**src/rtl/shift_unit_pkg.sv**
```systemverilog
// Package: shared operation codes and direction helpers for the shifter.
// Assumes a three-bit code in which every value has a meaning.
package shift_unit_pkg;

    typedef enum logic [2:0] {
        OP_HOLD  = 3'b000,
        OP_SHL   = 3'b001,
        OP_SHR   = 3'b010,
        OP_ROL   = 3'b011,
        OP_ROR   = 3'b100,
        OP_ASHL  = 3'b101,
        OP_ASHR  = 3'b110,
        OP_LOAD  = 3'b111
    } op_e;

    // True for the codes that move data toward the MSB.
    function automatic logic moves_up(op_e code);
        return (code == OP_SHL) || (code == OP_ROL) || (code == OP_ASHL);
    endfunction

    // True for the codes that move data toward bit 0.
    function automatic logic moves_down(op_e code);
        return (code == OP_SHR) || (code == OP_ROR) || (code == OP_ASHR);
    endfunction

endpackage

```
**src/rtl/shift_unit_next.sv**
```systemverilog
// Next-value logic: builds the register's next word from the current word.
// Each bit picks its own value, its lower neighbour or its upper neighbour.
// The end bits take a fill value that depends on the code.
// Assumes W >= 2; the enable is applied by the caller.
module shift_unit_next
    import shift_unit_pkg::*;
#(
    parameter int W = 8
) (
    input  logic [W-1:0] cur,
    input  op_e          code,
    input  logic [W-1:0] load_data,
    output logic [W-1:0] nxt
);

    localparam int MSB = W - 1;

    logic fill_lo;   // value entering bit 0 on an upward move
    logic fill_hi;   // value entering the MSB on a downward move
    logic go_up;
    logic go_down;
    logic do_load;

    // Decode the direction and the boundary fill values from the code.
    always_comb begin
        go_up   = moves_up(code);
        go_down = moves_down(code);
        do_load = (code == OP_LOAD);
        fill_lo = (code == OP_ROL) ? cur[MSB] : 1'b0;
        case (code)
            OP_ROR:  fill_hi = cur[0];
            OP_ASHR: fill_hi = cur[MSB];
            default: fill_hi = 1'b0;
        endcase
    end

    genvar i;
    generate
        for (i = 0; i < W; i++) begin : g_bit
            logic from_below;
            logic from_above;

            if (i == 0) begin : g_lo_end
                assign from_below = fill_lo;
            end else begin : g_lo_mid
                assign from_below = cur[i-1];
            end

            if (i == MSB) begin : g_hi_end
                assign from_above = fill_hi;
            end else begin : g_hi_mid
                assign from_above = cur[i+1];
            end

            // Per-bit selector between load, upward, downward and keep.
            always_comb begin
                if (do_load)      nxt[i] = load_data[i];
                else if (go_up)   nxt[i] = from_below;
                else if (go_down) nxt[i] = from_above;
                else              nxt[i] = cur[i];
            end
        end
    endgenerate

endmodule

```
**src/rtl/shift_unit_ovf.sv**
```systemverilog
// Overflow flag register. When an enabled sign-aware upward shift takes
// place, it captures whether the two top bits of the old word differ.
// Every other enabled operation clears it, and it holds while disabled.
// Assumes top_bits carries the word's two highest bits taken before the edge.
module shift_unit_ovf
    import shift_unit_pkg::*;
(
    input  logic       clk,
    input  logic       rst_n,
    input  logic       en,
    input  op_e        code,
    input  logic [1:0] top_bits,
    output logic       ovf
);

    // Register the sign-change indication; reset and clear as specified.
    always_ff @(posedge clk) begin
        if (!rst_n)              ovf <= 1'b0;
        else if (en) begin
            if (code == OP_ASHL) ovf <= top_bits[1] ^ top_bits[0];
            else                 ovf <= 1'b0;
        end
    end

    AST_OVF_SIGN_CHANGE: assert property (@(posedge clk) disable iff (!rst_n)
        (en && code == OP_ASHL) |=> (ovf == ($past(top_bits[1]) != $past(top_bits[0]))));

    AST_OVF_CLEARED: assert property (@(posedge clk) disable iff (!rst_n)
        (en && code != OP_ASHL) |=> !ovf);

endmodule

```
**src/rtl/shift_unit.sv**
```systemverilog
// Multi-mode register shifter: one W-bit register that loads, holds,
// shifts, rotates or sign-shifts by one place per enabled clock. It also
// keeps a registered overflow flag for the sign-aware upward shift.
// Assumes W >= 2, synchronous active-low reset and a single clock.
module shift_unit
    import shift_unit_pkg::*;
#(
    parameter int W = 8
) (
    input  logic         clk,
    input  logic         rst_n,
    input  logic         en,
    input  logic [2:0]   op,
    input  logic [W-1:0] load_data,
    output logic [W-1:0] q,
    output logic         ovf
);

    localparam int MSB = W - 1;

    op_e          code;
    logic [W-1:0] nxt;

    assign code = op_e'(op);

    shift_unit_next #(.W(W)) u_next (
        .cur       (q),
        .code      (code),
        .load_data (load_data),
        .nxt       (nxt)
    );

    shift_unit_ovf u_ovf (
        .clk      (clk),
        .rst_n    (rst_n),
        .en       (en),
        .code     (code),
        .top_bits (q[MSB -: 2]),
        .ovf      (ovf)
    );

    // Data register: reset to zero, take the next word when enabled.
    always_ff @(posedge clk) begin
        if (!rst_n)  q <= '0;
        else if (en) q <= nxt;
    end

    AST_IDLE_KEEPS_STATE: assert property (@(posedge clk) disable iff (!rst_n)
        !en |=> ($stable(q) && $stable(ovf)));

    AST_HOLD_KEEPS_WORD: assert property (@(posedge clk) disable iff (!rst_n)
        (en && code == OP_HOLD) |=> $stable(q));

    AST_LOAD_TAKES_DATA: assert property (@(posedge clk) disable iff (!rst_n)
        (en && code == OP_LOAD) |=> (q == $past(load_data)));

    AST_SHL_ZERO_FILL: assert property (@(posedge clk) disable iff (!rst_n)
        (en && (code == OP_SHL || code == OP_ASHL)) |=> (q == {$past(q[MSB-1:0]), 1'b0}));

    AST_SHR_ZERO_FILL: assert property (@(posedge clk) disable iff (!rst_n)
        (en && code == OP_SHR) |=> (q == {1'b0, $past(q[MSB:1])}));

    AST_ROL_WRAP: assert property (@(posedge clk) disable iff (!rst_n)
        (en && code == OP_ROL) |=> (q == {$past(q[MSB-1:0]), $past(q[MSB])}));

    AST_ROR_WRAP: assert property (@(posedge clk) disable iff (!rst_n)
        (en && code == OP_ROR) |=> (q == {$past(q[0]), $past(q[MSB:1])}));

    AST_ASHR_SIGN_KEPT: assert property (@(posedge clk) disable iff (!rst_n)
        (en && code == OP_ASHR) |=> (q[MSB] == $past(q[MSB]) && q[MSB-1:0] == $past(q[MSB:1])));

    AST_RESET_CLEARS: assert property (@(posedge clk)
        (rst_n === 1'b0) |=> (q == '0 && !ovf));

endmodule

```
**config.mk**
```make
export PLATFORM = sky130hd
export DESIGN_NAME = shift_unit
export DESIGN_NICKNAME = d
export VERILOG_FILES = /design/src/rtl/shift_unit_pkg.sv /design/src/rtl/shift_unit_next.sv /design/src/rtl/shift_unit_ovf.sv /design/src/rtl/shift_unit.sv
export SDC_FILE = /design/constraint.sdc
export NUM_CORES = 1
export LEC_CHECK = 0
export BUFFER_PORTS_ARGS = -buffer_cell sky130_fd_sc_hd__buf_2
export CAP_MARGIN = 20
export CORE_AREA = 2 2 39 41
export DETAILED_ROUTE_END_ITERATION = 12
export DIE_AREA = 0 0 41 43
export PLACE_DENSITY_LB_ADDON = 0.05
export SYNTH_ARGS = -nofsm -noshare
export SYNTH_HDL_FRONTEND = slang
export SYNTH_SLANG_ARGS = --single-unit
```
**constraint.sdc**
```tcl
create_clock -name clk -period 3 [get_ports clk]
set_clock_uncertainty 0.05 [all_clocks]
set_input_delay 0.3 -clock clk [delete_from_list [all_inputs] [get_ports clk]]
set_output_delay 0.3 -clock clk [all_outputs]
set_load 0.01 [all_outputs]
```
==> metrics.md, run 1 <==
| Metric | Value |
|---|---|
| Status | `finished clean` |
| Hold_sp | `en` |
| Actual slew at the worst max-slew pin | `between 800 and 900 ps` |
| Final hold vios | `0` |
| Post-CTS resize count | `0` |
| Synth unique cells | `25` |
| Yosys warns | `0` |
| CP startpoint | `op[0]` |
| Layout cells sized above 1 | `30.7%` |
| Post-layout minimum cycle time | `1510 ps` |
| Iter 0 DRT Violations | `15` |
| Syn-to-layout area delta | `22.9%` |
| Period utilization | `between 50% and 60%` |
| Post-CTS setup buffer count | `0` |
| Slew Limit Fails | `0` |
| CTS clk-pin slew, worst paths | `60 ps` |
| Clock Latency Late Sink | `between 200 and 300 ps` |
| PD cells | `between 400 and 500 mW/mm2` |
| Global-route wire length before repair | `approximately 2200 um` |
| Total Neg Setup Slack | `0 ps` |
| Vias in the first global route | `484` |
| Grt ovf | `0` |
| CTS buffer count | `3` |
| H-tree levels | `1` |
| Synthesized area | `553 um2` |
| 1st-pass router iterations | `4` |
| R2R Setup Slk | `about 1900 ps` |
| Initial antenna violation count | `0` |
| Final Setup Violations | `0` |
| Kind of critical path | `in2reg` |
| CTS tree | `yes` |
| Most frequent cells in the layout | `22 x buf_2, 9 x dfxtp_1, 7 x and3_1, 7 x o21ai_0` |
| Core footprint | `approximately 0.0014 mm2` |
| Post-Synthesis Cells | `67` |
| Final GP Congestion | `around 0.67` |
| Largest fanout on the critical path | `14` |
| Nets@finish | `between 100 and 150` |
| GRT Util Overall | `a little under a fifth` |
| Reg2reg start | `q[7]` |
| Syn avg cell area | `between 8 and 9 um2` |
| Max_cap viols | `0` |
| Die X | `41 um` |
| Placed wire-length estimate | `between 900 and 1000 um` |
| Yosys reg bits | `9` |
| Worst path required time | `3110 ps` |
| # diodes | `0` |
| Post-DP Area | `653 um2` |
| Post-Syn Nets | `~80` |
| Design Area, Final | `679 um2` |
| Routed Antenna Nets | `0` |
| Cts-stage hold buffer count | `0` |
| Die footprint | `approximately 0.0018 mm2` |
| DRC Markers | `0` |
| Maximum clock path buffer count | `2` |
| Wirelength per Cell | `12.8 um` |
| Startpoint types | `input port` |
| Via/cell ratio | `5.48` |
| Worst vdd ir | `186 uV` |
| Fill cell count | `142` |
| Most common cell after layout, fill and taps aside | `buf_2` |
| Crit path capture type | `flop` |
| Peak Freq | `~660 MHz` |
| Die extent in y | `43 um` |
| Core Rows | `14` |
| RSZ-0062 raised after global routing | `false` |
| Root Buffer | `clkbuf_4` |
| Largest net degree at the start of global routing | `15` |
| Overall routed net length | `1330 um` |
| CP arrival | `about 1600 ps` |
| Sequential fraction of the synthesis area | `roughly a third` |
| Lkg Pwr | `0.309 nW` |
| Min-Delay Path Class | `in2reg` |
| PortBufs | `22` |
| I/O pin count | `23` |
| Routed vias | `570` |
| Rel. slew slack | `about two fifths` |
| Starting Density | `between 30% and 40%` |
| Clock sinks | `9` |
-- worst max-delay path, cell delays in order --
cell	delay (ps)
buf_2	180
o31ai_2	790
a31oi_1	70
a221oi_1	290
-- path summary, 6_finish.rpt --
check	cells after the start	end
max	4	q[0]
min	3	u_ovf.ovf
max reg2reg	3	q[0]
min reg2reg	2	u_ovf.ovf
-- cell families (layout without fill, tap and decap cells) --
family / count (synthesis) / in the layout / share of synthesized area, %
compound gates: 28 / 28 / 35.3
simple gates: 20 / 20 / 21.0
flops: 9 / 9 / 32.6
buf+inv: 8 / 29 / 7.46
xor+xnor: 1 / 1 / 1.58
mux: 1 / 1 / 2.04
-- through the flow --
stage	setup WS [ps]	hold WS, ps	power [mW]	instances	util, %
after floorplan	1880	401	0.172	67	-
after global routing	1310	312	0.311	104	49.1
after global placement	1230	402	0.194	100	47.2
after CTS	1500	299	0.291	104	49.1
final	1490	301	0.287	104	49.1
after detailed placement	1230	409	0.194	100	47.2
-- area by class of cell --
cell class | instances | area, um2 | share of cell area [%]
clock buffer | 4 | 26.3 | 3.87
inverter | 3 | 11.3 | 1.66
multi-input combinational | 50 | 332 | 48.8
sequential | 9 | 180 | 26.5
tap | 16 | 20.0 | 2.95
timing repair buffer | 22 | 110 | 16.2
-- per-layer routing --
layer  vias up  global-route usage, %  wire [um]
met5         -                      0          0
met4         0                   10.0         11
met3         2                   6.28         57
met2        12                   23.8        569
met1       256                   27.4        691
li1        300                      -          -
-- sequential cells by signal (all words and copies together) (netlist names) --
name,count
u_ovf.ovf,1
q,8
-- cells in the mapped netlist --
library cell	instances	area share [%]
dfxtp_1	9	33
and3_1	7	7.9
o21ai_0	7	6.3
a211oi_1	6	8.1
nand3_1	6	5.4
o31ai_1	6	8.1
buf_2	3	2.7
inv_1	3	2.0
a21oi_1	2	1.8
buf_4	2	2.7
nor2b_1	2	2.3
a21boi_0	1	1.4
a221oi_1	1	1.6
a31oi_1	1	1.1
mux2_1	1	2.0
nand2_1	1	0.68
nand2_2	1	1.1
nand2b_1	1	1.1
nand4_1	1	1.1
nor3b_1	1	1.4
o21a_1	1	1.4
o31a_1	1	1.6
o31ai_2	1	2.3
o41ai_1	1	1.6
xor2_1	1	1.6
-- power by group --
group          internal (mW)  switching, mW  total (mW)
registers              0.126        0.00717       0.134
clock network         0.0513         0.0450      0.0964
logic                 0.0251         0.0325      0.0575
total                  0.203         0.0847       0.287
No activity file was read; power rests on OpenSTA's default activity.
==> run 2, diff against run 1 <==
CORE_AREA = not set   (was 2 2 39 41)
CORE_MARGIN = 2   (was not set)
CORE_UTILIZATION = 40   (was not set)
DIE_AREA = not set   (was 0 0 41 43)
clock period = 1.3 ns   (was 3 ns; I/O delays follow)
==> run 2 against run 1 <==
Against the previous run:
- clock-buffer cell count unchanged
- combinational power up 150%
- die area down 3.8%
- non-clock buffer count up 3
- cell area up 3.1%
- via count up 4.4%
- global-route usage up 2.3 points
- hold slack worse by 160 ps
- flip-flop and latch count unchanged
- sequential share of layout area down 0.81 points
- largest power group unchanged
==> metrics.md, run 2 (synthesis gave the netlist of run 1 again) <==
| Metric | Value |
|---|---|
| Switch Pwr | `0.203 mW (+140%)` |
| Core footprint | `0.00130 mm2 (-6.0%)` |
| Core Rows | `13 (-1)` |
| Largest Register | `q` |
| Post-CTS resize count | `0 (unchanged)` |
| Power Internal | `0.475 mW (+130%)` |
| Cts-stage hold buffer count | `0 (unchanged)` |
| Global-route wire length before repair | `2280 um (+1.8%)` |
| Worst path required time | `1400 ps (-1710 ps)` |
| Root Buffer | `clkbuf_4` |
| Register area | `180 um2 (unchanged)` |
| Largest fanout on the critical path | `6 (-8)` |
| Vias in the first global route | `508 (+5.0%)` |
| Fill cell count | `132 (-7.0%)` |
| Die footprint | `0.00170 mm2 (-3.8%)` |
| Largest register FFs | `8 (unchanged)` |
| # diodes | `0 (unchanged)` |
| Clock Latency Late Sink | `270 ps (about the same)` |
| Clock sinks | `9 (unchanged)` |
| Die extent in y | `41.2 um (-4.2%)` |
| RSZ-0062 raised after global routing | `false` |
| Post-layout minimum cycle time | `around 1100 ps` |
| Final hold vios | `0 (unchanged)` |
| Status | `finished clean` |
| Routed Antenna Nets | `0 (unchanged)` |
| CTS tree | `yes` |
| Max_cap viols | `0 (unchanged)` |
| Overall routed net length | `1460 um (+9.9%)` |
| Critical Path Max Stage Delay | `360 ps (-430 ps)` |
| CTS clk-pin slew, worst paths | `60 ps (about the same)` |
| Seq pwr share | `45.8% (-0.7 points)` |
| Slew Limit Fails | `0 (unchanged)` |
| Syn-to-layout area delta | `26.7%` |
| Period utilization | `82.9%` |
| Multi-input logic area | `332 um2 (unchanged)` |
| Initial antenna violation count | `0 (unchanged)` |
| Die X | `41.2 um (+0.45%)` |
| Nets@finish | `106 (+2.9%)` |
| CP arrival | `1180 ps (-450 ps)` |
| PD cells | `967 mW/mm2 (+130%)` |
| Worst Hold Path EP | `u_ovf.ovf` |
| Maximum clock path buffer count | `2 (unchanged)` |
| R2R Setup Slk | `220 ps (-1660 ps)` |
| Hold_sp | `en` |
| Most frequent cells in the layout | `22 x buf_2, 9 x dfxtp_1, 7 x and3_1, 7 x o21ai_0` |
| Worst hold path cell count | `3 (unchanged)` |
| Largest net degree at the start of global routing | `15 (unchanged)` |
| Reg2reg path depth | `3 (unchanged)` |
| H-tree levels | `1 (unchanged)` |
| Placed wire-length estimate | `1060 um (+14%)` |
| Placed cell count | `102 (+2.0%)` |
| Final GP Congestion | `0.763 (+13%)` |
| Actual slew at the worst max-slew pin | `341 ps (-541 ps)` |
| Grt ovf | `0 (unchanged)` |
| Kind of critical path | `reg2reg` |
| Min-Delay Path Class | `in2reg` |
| CTS buffer count | `3 (unchanged)` |
| Startpoint types | `flop` |
| Total chip power | `0.678 mW (+140%)` |
| Post-CTS setup buffer count | `0 (unchanged)` |
| Final Setup Violations | `0 (unchanged)` |
| Final non-filler cell total | `106 (+1.9%)` |
| Part of the power in combinational logic | `20.9% (+0.9 points)` |
| Lkg Pwr | `0.323 nW (+4.6%)` |
| Largest regs | `q x8, u_ovf.ovf x1` |
| Crit path max-delay family | `flip-flops` |
| R2r endpoint | `q[0]` |
| DRC Markers | `0 (unchanged)` |
| I/O pin count | `23 (unchanged)` |
| Reg2reg start | `q[7]` |
| Net Sw Frac | `29.9% (+0.44 points)` |
| Iter 0 DRT Violations | `4 (-11)` |
| Crit path cell chain | `mux2_1 > a31oi_1 > a221oi_1` |
| GRT Util Overall | `21.2% (+2.3 points)` |
| Starting Density | `42.5% (+2.5 points)` |
| Most common cell after layout, fill and taps aside | `buf_2` |
| 1st-pass router iterations | `4 (unchanged)` |
| PortBufs | `22 (unchanged)` |
| Buf/Inv on CP | `0 (-1)` |
| Clock Power Share | `33.4% (about the same)` |
| Wirelength per Cell | `13.8 um (+7.9%)` |
| Crit-path slowest cell | `dfxtp_1` |
| Via/cell ratio | `5.61 (+2.4%)` |
| Crit path capture type | `flop` |
| Layout cells sized above 1 | `33.0% (+2.3 points)` |
| Worst vdd ir | `643 uV (+240%)` |
| Peak Freq | `between 900 and 1000 MHz` |
| Routed vias | `595 (+4.4%)` |
| Total Neg Setup Slack | `0 ps (unchanged)` |
| Rel. slew slack | `77.0% (+36 points)` |
run 2: worst max-delay path by stage:
stage	from	to	slack, ps	cells past startpoint
6_report	q[7]	q[0]	220	3
2_1_floorplan	q[7]	q[0]	230	3
4_1_cts	q[7]	q[0]	210	3
3_3_place_gp	op[2]	q[0]	180	4
5_1_grt	q[7]	q[0]	160	3
3_5_place_dp	op[1]	q[3]	160	5
run 2: worst min-delay path, delay by kind of cell:
family	cells	cell delay, ps
buffers and inverters	1	130
AND/OR/NAND/NOR	1	90
AO/OA/AOI/OAI	1	70
run 2: power by group through the flow:
stage               logic (mW)  clock network, mW  registers (mW)
finish                   0.141              0.226           0.310
floorplan               0.0788                  0           0.319
global placement         0.141                  0           0.315
detailed placement       0.141                  0           0.316
global route             0.161              0.240           0.313
CTS                      0.141              0.234           0.310
run 2: metal layers:
layer / track usage [%] / share of wire (%) / routed length [um] / up-vias
met5: 0 / 0 / 0 / -
met3: 8.15 / 5.1 / 74 / 5
met2: 28.9 / 43 / 622 / 16
met4: 9.68 / 1.4 / 21 / 0
li1: - / - / - / 307
met1: 28.7 / 51 / 744 / 267
run 2: area by class of cell:
class	count	area share (%)
clock buffer	4	3.75
inverter	3	1.61
sequential	9	25.7
tap	15	2.68
timing repair buffer	25	18.9
multi-input combinational	50	47.3
run 2: through the flow:
step / instance area, um2 / util (%) / setup slack, ps / hold slack (ps)
after floorplan: 553 / - / 235 / 231
after global placement: 674 / 51.8 / 178 / 404
after detailed placement: 674 / 51.8 / 163 / 412
after CTS: 701 / 53.8 / 211 / 135
after global routing: 701 / 53.8 / 160 / 162
final: 701 / 53.8 / 222 / 141
==> run 3, diff against run 2 <==
ABC_AREA = 1   (was not set)
CORE_UTILIZATION = 45   (was 40)
clock period = 1.1 ns   (was 1.3 ns; I/O delays follow)
==> run 3 against run 2 <==
Against the previous run:
- combinational power grew 80%
- cell area grew 13%
- sequential power grew 19%
- via count grew 22%
- critical path type is now reg2out
==> metrics.md, run 3 <==
| Metric | Value |
|---|---|
| Final worst slack | `131 ps (-91.1 ps)` |
| Synthesized area | `658 um2 (+19%)` |
| Grt ovf | `0 (unchanged)` |
| Peak Freq | `roughly 1000 MHz` |
| Most common cell after layout, fill and taps aside | `nand2_1` |
| Via/cell ratio | `5.00 (-11%)` |
| Most frequent cells in the layout | `36 x nand2_1, 22 x buf_2, 18 x nand3_1` |
| CTS buffer count | `3 (unchanged)` |
| Cts-stage hold buffer count | `0 (unchanged)` |
| # diodes | `0 (unchanged)` |
| Largest regs | `q x8, u_ovf.ovf x1` |
| DRC Markers | `0 (unchanged)` |
| Post-place setup slack | `129 ps (-34.7 ps)` |
| Overall routed net length | `1550 um (+6.0%)` |
| Post-CTS setup buffer count | `0 (unchanged)` |
| Final hold vios | `0 (unchanged)` |
| Min-Delay Path Class | `in2reg` |
| Syn avg cell area | `6.15 um2 (-25%)` |
| Crit path cell chain | `buf_2` |
| Yosys warns | `0 (unchanged)` |
| Nets@finish | `145 (+37%)` |
| CP arrival | `810 ps (-370 ps)` |
| Wirelength per Cell | `10.7 um (-23%)` |
| Rel. slew slack | `87.9% (+11 points)` |
| Routed vias | `725 (+22%)` |
| Total Neg Setup Slack | `0 ps (unchanged)` |
| PortBufs | `22 (unchanged)` |
| Yosys top cell by area | `dfxtp_1` |
| Core Rows | `13 (unchanged)` |
| Max_cap viols | `0 (unchanged)` |
| Post-CTS resize count | `0 (unchanged)` |
| H-tree levels | `1 (unchanged)` |
| Die X | `42.2 um (+2.6%)` |
| Iter 0 DRT Violations | `12 (+8)` |
| Instance count on the critical path | `1 (-2)` |
| CTS clk-pin slew, worst paths | `70 ps (about the same)` |
| Slew Limit Fails | `0 (unchanged)` |
| Maximum clock path buffer count | `2 (unchanged)` |
| Die footprint | `0.00178 mm2 (+5.2%)` |
| Reg2reg path depth | `4 (+1)` |
| Largest fanout on the critical path | `4 (-2)` |
| Sequential fraction of the synthesis area | `27.4% (-5.2 points)` |
| Largest Register | `q` |
| Most common library cells after synthesis | `36 x nand2_1, 18 x nand3_1, 16 x inv_1` |
| Yosys reg bits | `9 (unchanged)` |
| Die extent in y | `42.2 um (+2.6%)` |
| RSZ-0062 raised after global routing | `false` |
| Lkg Pwr | `0.449 nW (+39%)` |
| Synth unique cells | `18 (-28%)` |
| Actual slew at the worst max-slew pin | `181 ps (-159 ps)` |
| Vias in the first global route | `667 (+31%)` |
| Worst vdd ir | `521 uV (-19%)` |
| Final GP Congestion | `0.814 (+6.6%)` |
| R2R Setup Slk | `230 ps (about the same)` |
| Post-layout minimum cycle time | `969 ps` |
| I/O pin count | `23 (unchanged)` |
| Status | `finished clean` |
| Dominant cells by area after synthesis | `dfxtp_1 27%, nand2_1 21%, nand3_1 14%` |
| Largest net degree at the start of global routing | `10 (-5)` |
| Core footprint | `0.00133 mm2 (+2.5%)` |
| Initial antenna violation count | `0 (unchanged)` |
| Crit path capture type | `output port` |
| PD cells | `1140 mW/mm2 (+18%)` |
| Post-Syn Nets | `121 (+49%)` |
| Most numerous cell in the Yosys netlist | `nand2_1` |
| Layout cells sized above 1 | `31.5% (-1.4 points)` |
| Routed Antenna Nets | `0 (unchanged)` |
| Hold_sp | `en` |
| Reg2reg start | `q[6]` |
| CTS tree | `yes` |
| Root Buffer | `clkbuf_4` |
| Kind of critical path | `reg2out` |
| GRT Util Overall | `19.5% (-1.7 points)` |
| Startpoint types | `flop` |
| Syn-to-layout area delta | `20.2%` |
| Crit-path slowest cell | `dfxtp_1` |
| Synth top area share | `27.4% (-5.2 points)` |
| Clock sinks | `9 (unchanged)` |
| Post-Synthesis Cells | `107 (+60%)` |
| Critical Path Max Stage Delay | `390 ps (+30 ps)` |
| Buf/Inv on CP | `1 (+1)` |
| Top_reg_cell synth | `dfxtp_1` |
| Clock Latency Late Sink | `270 ps (about the same)` |
| Global-route wire length before repair | `2670 um (+17%)` |
| Starting Density | `49.3% (+6.8 points)` |
| Placed wire-length estimate | `1170 um (+10%)` |
| Crit path max-delay family | `flip-flops` |
| CP startpoint | `q[6]` |
| 1st-pass router iterations | `4 (unchanged)` |
| Number of flops mapped to enable cells by yosys | `0 (unchanged)` |
| Largest register FFs | `8 (unchanged)` |
| Worst hold path cell count | `2 (-1)` |
| Period utilization | `between 80% and 90%` |
| Final Setup Violations | `0 (unchanged)` |
| Async SR Flop Fraction | `0% (unchanged)` |
| Worst path required time | `940 ps (-460 ps)` |
-- run 3: changes by cell type after synthesis, moves of 7 or more --
cell	change
nand3_1	+12
nand2_1	+35
inv_1	+13
and3_1	-7
a21oi_2	+7
-- run 3: cell families after synthesis --
kind of cell           share of synthesized area, %
AO/OA/AOI/OAI                                  10.8
buffers and inverters                          15.8
flip-flops                                     27.4
AND/OR/NAND/NOR                                46.0
-- run 3: path summary, 6_finish.rpt --
kind	end
max	q[6]
min reg2reg	u_ovf.ovf
min	u_ovf.ovf
max reg2reg	u_ovf.ovf
-- run 3: through the flow --
step | total power, mW | hold slack, ps | instances | utilization [%] | instance area (um2)
floorplan | 0.556 | 154 | 107 | - | 658
global placement | 0.628 | 322 | 141 | 57.3 | 764
detailed placement | 0.631 | 325 | 141 | 57.3 | 764
CTS | 0.908 | 36.6 | 145 | 59.3 | 791
global route | 0.952 | 57.6 | 145 | 59.3 | 791
finish | 0.903 | 39.3 | 145 | 59.3 | 791
-- run 3: final cells by class --
| class | instances | area (um2) |
|---|---|---|
| clock buffer | 4 | 26.3 |
| fill | 143 | 543 |
| inverter | 19 | 73.8 |
| multi-input combinational | 75 | 374 |
| sequential | 9 | 180 |
| tap | 15 | 18.8 |
| timing repair buffer | 23 | 118 |
-- run 3: layer usage --
metal	up-vias	wire length, um	GRT usage (%)
met2	17	726	31.4
met3	4	55	3.88
met1	327	745	25.5
li1	377	-	-
met5	-	0	0
met4	0	22	7.50
-- run 3: power breakdown --
group | switching [mW] | total (mW) | internal, mW
sequential | 0.0168 | 0.369 | 0.352
combinational | 0.156 | 0.254 | 0.0976
clock | 0.140 | 0.280 | 0.140
